==> config.mk <==
export PLATFORM = sky130hd
export DESIGN_NAME = host_bus_if
export DESIGN_NICKNAME = d
export VERILOG_FILES = /design/src/rtl/host_bus_if.sv
export SDC_FILE = /design/constraint.sdc
export NUM_CORES = 1
export LEC_CHECK = 0
export ABC_AREA = 0
export BUFFER_PORTS_ARGS = -buffer_cell sky130_fd_sc_hd__buf_2
export CAP_MARGIN = 10
export CORE_ASPECT_RATIO = 1.1
export CORE_MARGIN = 2
export CORE_UTILIZATION = 49
export CTS_CLUSTER_SIZE = 40
export DETAILED_ROUTE_END_ITERATION = 16
export HOLD_SLACK_MARGIN = 0.1
export PLACE_DENSITY_LB_ADDON = 0.3
export SYNTH_ARGS = -nofsm -noshare
export SYNTH_HDL_FRONTEND = slang
export SYNTH_SLANG_ARGS = --single-unit
==> constraint.sdc <==
create_clock -name clk -period 1.65 [get_ports clk]
set_input_delay 0.0825 -clock clk [delete_from_list [all_inputs] [get_ports clk]]
set_output_delay 0.0825 -clock clk [all_outputs]
set_load 0.005 [all_outputs]
==> src/rtl/host_bus_if.sv <==
module host_bus_if #(
  parameter int W = 8
) (
  input  logic         clk,
  input  logic         rst_n,
  input  logic         par_mode,
  input  logic         bus_sel_68,
  input  logic         cs_a_n,
  input  logic         cs_b,
  input  logic         a0,
  input  logic         rd_en,
  input  logic         wr_rw,
  input  logic         sclk,
  input  logic         sdi,
  input  logic [W-1:0] din,
  output logic [W-1:0] dout,
  output logic         dout_oe,
  input  logic         busy,
  input  logic [W-2:0] status_flags,
  input  logic [W-1:0] rd_data,
  output logic         byte_valid,
  output logic [W-1:0] byte_out,
  output logic         byte_is_data
);
  localparam int SDI = W;
  localparam int SCK = W + 1;
  localparam int WRP = W + 2;
  localparam int RDP = W + 3;
  localparam int A0P = W + 4;
  localparam int CSB = W + 5;
  localparam int CSA = W + 6;
  localparam int PAR = W + 7;
  localparam int M68 = W + 8;
  localparam int VW  = W + 9;
  localparam int CW  = $clog2(W);

  logic [VW-1:0] s1, cur, prv;
  logic [W-1:0]  shreg;
  logic [CW-1:0] cnt;

  wire [VW-1:0] pins = {bus_sel_68, par_mode, cs_a_n, cs_b, a0, rd_en, wr_rw, sclk, sdi, din};

  always_ff @(posedge clk or negedge rst_n)
    if (!rst_n) begin
      s1 <= '1; cur <= '1; prv <= '1;
    end else begin
      s1 <= pins; cur <= s1; prv <= cur;
    end

  wire sel_c = !cur[CSA] && cur[CSB];
  wire sel_p = !prv[CSA] && prv[CSB];
  wire wr80  = !prv[M68] && !prv[WRP] && cur[WRP];
  wire wr68  = prv[M68] && prv[RDP] && !cur[RDP] && !prv[WRP];
  wire pwr   = sel_p && prv[PAR] && (wr80 || wr68);
  wire ser_on = sel_c && !cur[PAR];
  wire srise = ser_on && !prv[SCK] && cur[SCK];
  wire sdone = srise && (cnt == CW'(W - 1));
  wire rd_act = sel_c && cur[PAR] &&
                (cur[M68] ? (cur[RDP] && cur[WRP]) : !cur[RDP]);

  always_ff @(posedge clk or negedge rst_n)
    if (!rst_n) begin
      cnt <= '0;
      shreg <= '0;
    end else if (!ser_on) begin
      cnt <= '0;
    end else if (srise) begin
      cnt <= cnt + 1'b1;
      shreg <= {shreg[W-2:0], cur[SDI]};
    end

  always_ff @(posedge clk or negedge rst_n)
    if (!rst_n) begin
      byte_valid <= 1'b0;
      byte_out <= '0;
      byte_is_data <= 1'b0;
    end else begin
      byte_valid <= 1'b0;
      if (pwr && !busy) begin
        byte_valid <= 1'b1;
        byte_out <= prv[W-1:0];
        byte_is_data <= prv[A0P];
      end else if (sdone && !busy) begin
        byte_valid <= 1'b1;
        byte_out <= {shreg[W-2:0], cur[SDI]};
        byte_is_data <= cur[A0P];
      end
    end

  always_ff @(posedge clk or negedge rst_n)
    if (!rst_n) begin
      dout_oe <= 1'b0;
      dout <= '0;
    end else begin
      dout_oe <= rd_act && (!cur[A0P] || !busy);
      dout <= cur[A0P] ? rd_data : {busy, status_flags};
    end


  one_pulse_chk: assert property (@(posedge clk) disable iff (!rst_n)
    byte_valid |=> !byte_valid);

  busy_drop_chk: assert property (@(posedge clk) disable iff (!rst_n)
    byte_valid |-> !$past(busy));

  cnt_clear_chk: assert property (@(posedge clk) disable iff (!rst_n)
    !sel_c |=> cnt == '0);

  serial_quiet_chk: assert property (@(posedge clk) disable iff (!rst_n)
    (!cur[PAR] && !prv[PAR]) |=> !dout_oe);

  sel_drive_chk: assert property (@(posedge clk) disable iff (!rst_n)
    dout_oe |-> $past(sel_c));
endmodule

# ---- Word-level counts from Yosys, hierarchy flattened
# Index checks and enable logic that the tools add are counted.
dict set report op_classes {
  order_cmp 0
  shift 0
  n_addsub 1
  multipliers 0
  mux 10
  n_reduce_logical 32
  bitwise_logic 0
  eq_ne 2
  div_mod_pow 0
}
# op n
set ops {}
lappend ops {{$mux 8} 3}
lappend ops {{$logic_and 1x1->1} 19}
lappend ops {{$logic_not 1->1} 9}
lappend ops {{$mux 3} 2}
lappend ops {{$mux 1} 5}
lappend ops {{$add 3x1->3 const B} 1}
lappend ops {{$eq 3x3->1 const B} 1}
lappend ops {{$logic_or 1x1->1} 2}
lappend ops {{$ne 2x1->1 const B} 1}
lappend ops {{$reduce_and 2->1} 1}
lappend ops {{$reduce_bool 2->1} 1}
dict set report word_totals {
  mem_bits_rw 0
  output_inout_bits 19
  latchBits 0
  reg_bits 80
  inputBits 35
  elab_cells 55
  romBits 0
  memories 0
}

# ---- Longest topological paths before layout
# Gate-level depths: netlist of run 1.
dict set report depth {
  word_depth 9
  ltp_mapped 6
  mapped_depth_nobuf 5
}

# ---- Worst setup path after synthesis of run 1
# OpenSTA, ideal clock, no wires.
dict set report synth_timing {
  kind {reg2reg}
  from {register cur[13]}
  to {register byte_out[1]}
  n_path_buf 1
  required_ns 1.512
  t_arrival_ns 1.301
  path_slack_ns 0.210
  synth_period_minus_slack_ns 1.440
  setup_time_ns 0.138
  path_stages_with_launch 5
  path_cell_list {dfstp_2 > or3b_1 > buf_2 > o21ai_0 > a31oi_1}
}
dict set report synth_via {
  elab_chain_cells 7
}
# item line
set synth_rtl {}
lappend synth_rtl {{start, declared} 37} ;# logic [VW-1:0] s1, cur, prv;
lappend synth_rtl {{start signal, assigned} 45} ;# s1 <= '1; cur <= '1; prv <= '1;
lappend synth_rtl {{start signal, assigned} 47} ;# s1 <= pins; cur <= s1; prv <= cur;
lappend synth_rtl {{$logic_and 1x1->1} 50} ;# wire sel_c = !cur[CSA] && cur[CSB];
lappend synth_rtl {{$logic_and 1x1->1} 55} ;# wire ser_on = sel_c && !cur[PAR];
lappend synth_rtl {{$logic_and 1x1->1 (2 in a row)} 56} ;# wire srise = ser_on && !prv[SCK] && cur[SCK];
lappend synth_rtl {{$logic_and 1x1->1} 57} ;# wire sdone = srise && (cnt == CW'(W - 1));
lappend synth_rtl {{$logic_and 1x1->1} 83} ;# end else if (sdone && !busy) begin
lappend synth_rtl {{$reduce_bool 2->1 (no source line)} n/a}
lappend synth_rtl {{end signal, assigned} 81} ;# byte_out <= prv[W-1:0];
lappend synth_rtl {{end signal, assigned} 85} ;# byte_out <= {shreg[W-2:0], cur[SDI]};
lappend synth_rtl {{end, declared} 22} ;# output logic [W-1:0] byte_out,
# Every way passes these cells.
# A chain may end at the register's enable or synchronous reset.

# ---- Worst setup path after layout of run 1
dict set report layout_timing {
  from {register cur[10]}
  to {register byte_out[2]}
}
dict set report layout_via {
  elab_chain_cells 5
  word_cells_on_any_way 6
  classes_between {1 x mux; 5 x reduce/logical}
}
# item line
set layout_rtl {}
lappend layout_rtl {{$logic_and 1x1->1 *} 52} ;# wire wr80 = !prv[M68] && !prv[WRP] && cur[WRP];
lappend layout_rtl {{$logic_or 1x1->1 *} 54} ;# wire pwr = sel_p && prv[PAR] && (wr80 || wr68);
lappend layout_rtl {{$logic_and 1x1->1 *} 54}
lappend layout_rtl {{$logic_and 1x1->1 *} 79} ;# if (pwr && !busy) begin
lappend layout_rtl {{$mux 8 / $reduce_bool 2->1 (equally long branches)} n/a}
# Every way passes the cells marked *; elsewhere a longest branch is shown, timed or not.

==> impl_metrics.ini, run 1 <==
[synthesis]
synth-edff-count = 0
synth-main-ff-cell = dfstp_2
yosys-top-cells-count = 50 x dfstp_2, 29 x dfrtp_1, 15 x mux2_2
yosysWarnings = 0
ys_ff_latch = 79
yosysSeqAreaShare_pct = 75.8
syn_avg_cell_area_um2 = 16.5
synth_nets = 200
yosys.area.top_type = dfstp_2
synth_cell_types = 27
async_flop_share_pct = 100
syn-cell-area_mm2 = 0.00269
synth_top_area_share_pct = 48.8
synthesis.instances = 163
yosysMostFrequentCell = dfstp_2
synthTopCellsByArea = dfstp_2 49%, dfrtp_1 27%, mux2_2 6.3%

[clock_tree]
clock-sinks = 79
tritoncts = yes
clkTransAtPathRegs_ps = 70
cts_root_buffer = clkbuf_8
insertion_delay_ps = 340
cts_buffers = 9
clock_path_buffers = 2
cts-htree-levels = 3

[detailed_routing]
dr.first_iter.drc_count = 73
vias = 1659
antenna_left = 0
avgViaCountPerCell = 4.89
drc = 0
wl_mm = 4.66
wl_per_cell_um = 13.7
drt_first_pass_iters = 4

[placed_design]
dp_hpwl_mm = 3.09
numPortBuffers = 53
place_ws_ps = 39.8
routabilityCongestion = 0.809

[floorplan]
die_h_um = 81.7
initial_utilization_pct = 50.5
die-width_um = 74.7
rows = 28
core_mm2 = 0.00533
ios = 54
fp.dieArea_mm2 = 0.00610

[sta]
period_share_pct = 96.0
timing.final.ws_setup_ps = 65.8
slew_headroom_pct = 60.9
min_period_ps = 1580
fin_skew_ps = 7.41
rsz0062_at_grt = yes
setup_viol = 0
fin_hold_ws_ps = 227
tightestPinTransition_ps = 571
hold_violations = 0
slew_viol_final = 0
max_freq_mhz = 631

[critical_path]
worstSetupEndpointType = flip-flop
r2r-end = byte_out[2]$_DFFE_PN0P_
path_class = reg2reg
rr_startpoint = cur[10]$_DFF_PN1_
critPathLaunchType = flip-flop
required_ps = 1850
cp.arrival_ps = 1790
r2r_setup_slack_ps = 70
cp_max_fo = 10
reg2reg_depth = 4

[flow_run]
drv_cap = 0

[grt]
gr-total-overflow = 0
antenna_found_initial = 0
grt_pass1_wl_mm = 7.34
first_global_vias = 1654
grt_max_degree = 37
grtUsageTotal_pct = 16.8

[cells_and_area]
drive_above_1_share_pct = 55.7
finalNetCount = 296
antennaDiodeCount = 0
post-route-util_pct = 67.6
areaGrowthSynthToFinish_pct = 33.8
fillerInstances = 395

[hold_path]
hold_path.class = in2async

[pwr]
peakVddDrop_mv = 0.751
power.leakage_nw = 1.57
p_per_area_mw_per_mm2 = 1050
power.total_mw = 3.78

[run_status]
outcome = completed
==> worst max path at each step <==
stage,startpoint,endpoint,slack (ps),cells past startpoint
2_1_floorplan,cur[13]$_DFF_PN1_,byte_out[1]$_DFFE_PN0P_,210,4
3_3_place_gp,cur[13]$_DFF_PN1_,byte_out[0]$_DFFE_PN0P_,70,3
3_5_place_dp,cnt[0]$_DFFE_PN0P_,byte_out[1]$_DFFE_PN0P_,40,5
4_1_cts,cnt[0]$_DFFE_PN0P_,byte_out[1]$_DFFE_PN0P_,20,5
5_1_grt,cur[10]$_DFF_PN1_,byte_out[2]$_DFFE_PN0P_,-40,4
6_report,cur[10]$_DFF_PN1_,byte_out[2]$_DFFE_PN0P_,70,4
==> report_power, final <==
group          leakage (nW)  internal [mW]  switching, mW
Combinational         0.592          0.209          0.155
Sequential            0.889           2.14         0.0739
Clock                0.0905          0.581          0.624
Total                  1.57           2.93          0.853
==> layer usage <==
metal  vias to the layer above  GRT usage, %  share of wire (%)
li1                        789             -                  -
met1                       825          21.2                 43
met2                        37          25.5                 51
met3                         8          4.29                3.5
met4                         0          11.1                2.0
met5                         -             0                  0
==> layout make-up <==
type	instances	area, µm²	area share [%]
sequential	79	2040	56.6
timing repair buffer	94	668	18.6
multi-input combinational	75	633	17.6
clock buffer	12	145	4.03
tap	75	93.8	2.61
clock inverter	4	21.3	0.591
==> cell usage in the layout (no fill, tap or decap), drive strengths merged, types with 2 or more instances in the layout <==
master	instances
mux2	15
buf	61
mux2i	2
clkbuf	12
dlygate4sd3	33
clkinv	3
ha	2
nand4	9
a31oi	9
nand4bb	2
o21ai	11
nand2b	2
dfrtp	29
dfstp	50
nor2	3
a2111oi	9
==> kinds of logic after synthesis <==
| group | synth area share [%] |
|---|---|
| buf+inv | 1.44 |
| fa+ha+maj | 0.930 |
| simple gates | 6.93 |
| compound gates | 7.58 |
| xor+xnor | 0.325 |
| flops | 75.8 |
| mux | 7.02 |
==> per-stage QoR <==
| stage | setup TNS, ps | instance area (µm²) | cells |
|---|---|---|---|
| 2_1_floorplan | 0 | 2690 | 163 |
| 3_3_place_gp | 0 | 3080 | 290 |
| 3_5_place_dp | 0 | 3080 | 290 |
| 4_1_cts | 0 | 3580 | 339 |
| 5_1_grt | -57.3 | 3600 | 339 |
| 6_report | 0 | 3600 | 339 |
==> flip-flops by register name, indices dropped and copies added (netlist names) <==
name and cells:
byte_valid 1, prv 16, cur 17, byte_is_data 1, shreg 7, dout 8
dout_oe 1, byte_out 8, cnt 3, s1 17
==> critical path: stages, from the launching register on <==
cell       delay [ps]
dfstp_2           550
nand2b_1          200
a2111oi_0         480
buf_4             190
a31oi_1            40
==> timing repair <==
item / CTS / global route
buffers inserted: 0 / 0
hold buffers: 33 / 0
gates resized for setup: 0 / 8
endpoints found under the setup margin: 0 / 9
endpoints found under the hold margin: 55 / 0
Note: power is estimated with default switching activity, not from simulation.
==> run 2: changes to the inputs <==
- PLACE_DENSITY: not set -> 0.78
- PLACE_DENSITY_LB_ADDON: 0.3 -> not set
==> impl_metrics.ini, run 2 (synthesized netlist as in run 1, its figures left out) <==
[grt]
gr-total-overflow = 0
grt_max_degree = 32
grtUsageTotal_pct = 18.4
grt_pass1_wl_mm = 8.00
first_global_vias = 1782
antenna_found_initial = 0

[detailed_routing]
dr.first_iter.drc_count = 65
drc = 0
wl_mm = 5.05
vias = 1652
wl_per_cell_um = 14.9
drt_first_pass_iters = 4
antenna_left = 0
avgViaCountPerCell = 4.87

[critical_path]
critPathLaunchType = flip-flop
worstSetupEndpointType = flip-flop
path_class = reg2reg
required_ps = 1860
cp_max_fo = 10
slowest_delay_ps = 540
path_cells = nand2b_1 -> a2111oi_1 -> buf_4 -> a31oi_1
cp.arrival_ps = 1810
cp_slowest_cell = dfstp_2

[hold_path]
hold_path.class = in2reg

[cells_and_area]
layout_common_cells = 53 x buf_2, 50 x dfstp_2, 33 x dlygate4sd3_1
layout_commonest_cell = buf_2
finalNetCount = 296
finalInstanceArea_mm2 = 0.00368
top_regs = cur: 17 flops, s1: 17 flops, prv: 16 flops
areaGrowthSynthToFinish_pct = 36.8
antennaDiodeCount = 0
drive_above_1_share_pct = 55.7

[floorplan]
die_h_um = 81.7
die-width_um = 74.7
initial_utilization_pct = 50.5
core_mm2 = 0.00533
fp.dieArea_mm2 = 0.00610
ios = 54
rows = 28

[sta]
period_share_pct = 97.2
fin_hold_ws_ps = 221
min_period_ps = 1600
hold_violations = 0
slew_headroom_pct = 61.1
tns_ps = 0
slew_viol_final = 0
timing.final.ws_setup_ps = 46.1
max_freq_mhz = 623
setup_viol = 0
tightestPinTransition_ps = 583
fin_skew_ps = 7.03

[clock_tree]
clkTransAtPathRegs_ps = 80
cts_buffers = 9
cts_root_buffer = clkbuf_8
insertion_delay_ps = 340
tritoncts = yes
cts-htree-levels = 3
clock-sinks = 79
clock_path_buffers = 2

[placed_design]
place_area_mm2 = 0.00308
place_ws_ps = 37.8
numPortBuffers = 53
dp_hpwl_mm = 3.21
routabilityCongestion = 0.762

[pwr]
power.leakage_nw = 1.61
p_per_area_mw_per_mm2 = 1160
peakVddDrop_mv = 0.846

[run_status]
outcome = completed

[flow_run]
drv_cap = 0
==> run 2: final timing paths <==
kind	start	to	slack, ps	depth (start not counted)
worst max register to register	cur[10]$_DFF_PN1_	byte_is_data$_DFFE_PN0P_	50	4
worst min-delay path	busy	dout[7]$_DFF_PN0_	220	2
worst min register to register	s1[1]$_DFF_PN1_	cur[1]$_DFF_PN1_	350	0
worst max-delay path	cur[10]$_DFF_PN1_	byte_is_data$_DFFE_PN0P_	50	4
max in group asynchronous	rst_n	cur[8]$_DFF_PN1_	690	3
min in group asynchronous	rst_n	shreg[6]$_DFFE_PN0P_	280	2
==> run 2: stage by stage <==
step	std cells	power (mW)	utilization [%]
finish	339	4.27	69.1
global route	339	4.42	69.1
CTS	339	4.29	68.8
detailed placement	290	2.55	57.9
global placement	290	2.53	57.9
floorplan	163	2.35	-
==> run 2: worst max-delay path: cells and delay by family (launching register included) <==
family / cells / cell delay (ps)
flops: 1 / 540
compound gates: 2 / 540
simple gates: 1 / 200
buf+inv: 1 / 200
==> run 2: area by class of cell <==
cell class,instances,area (µm²)
Multi-Input combinational cell,75,631
Clock buffer,12,178
Sequential cell,79,2040
Fill cell,375,1640
Clock inverter,4,71.3
Timing Repair Buffer,94,668
Tap cell,75,93.8
==> run 2: where the power goes <==
part           internal, mW  total (mW)  switching, mW
clock network          1.03        1.69          0.651
logic                 0.209       0.370          0.161
registers              2.14        2.21         0.0743
total                  3.38        4.27          0.887
==> run 2: timing repair <==
action / CTS / global route
hold buffers: 33 / 0
resized for setup: 0 / 9
buffers inserted: 0 / 0
hold endpoints to repair: 47 / 0
endpoints found under the setup margin: 0 / 9
==> run 2: per-layer routing <==
| metal | vias up | track usage (%) | share of wire, % |
|---|---|---|---|
| met5 | - | 0 | 0 |
| met2 | 52 | 29.1 | 52 |
| met4 | 0 | 12.3 | 2.2 |
| met3 | 10 | 4.66 | 3.8 |
| li1 | 788 | - | - |
| met1 | 802 | 22.1 | 42 |
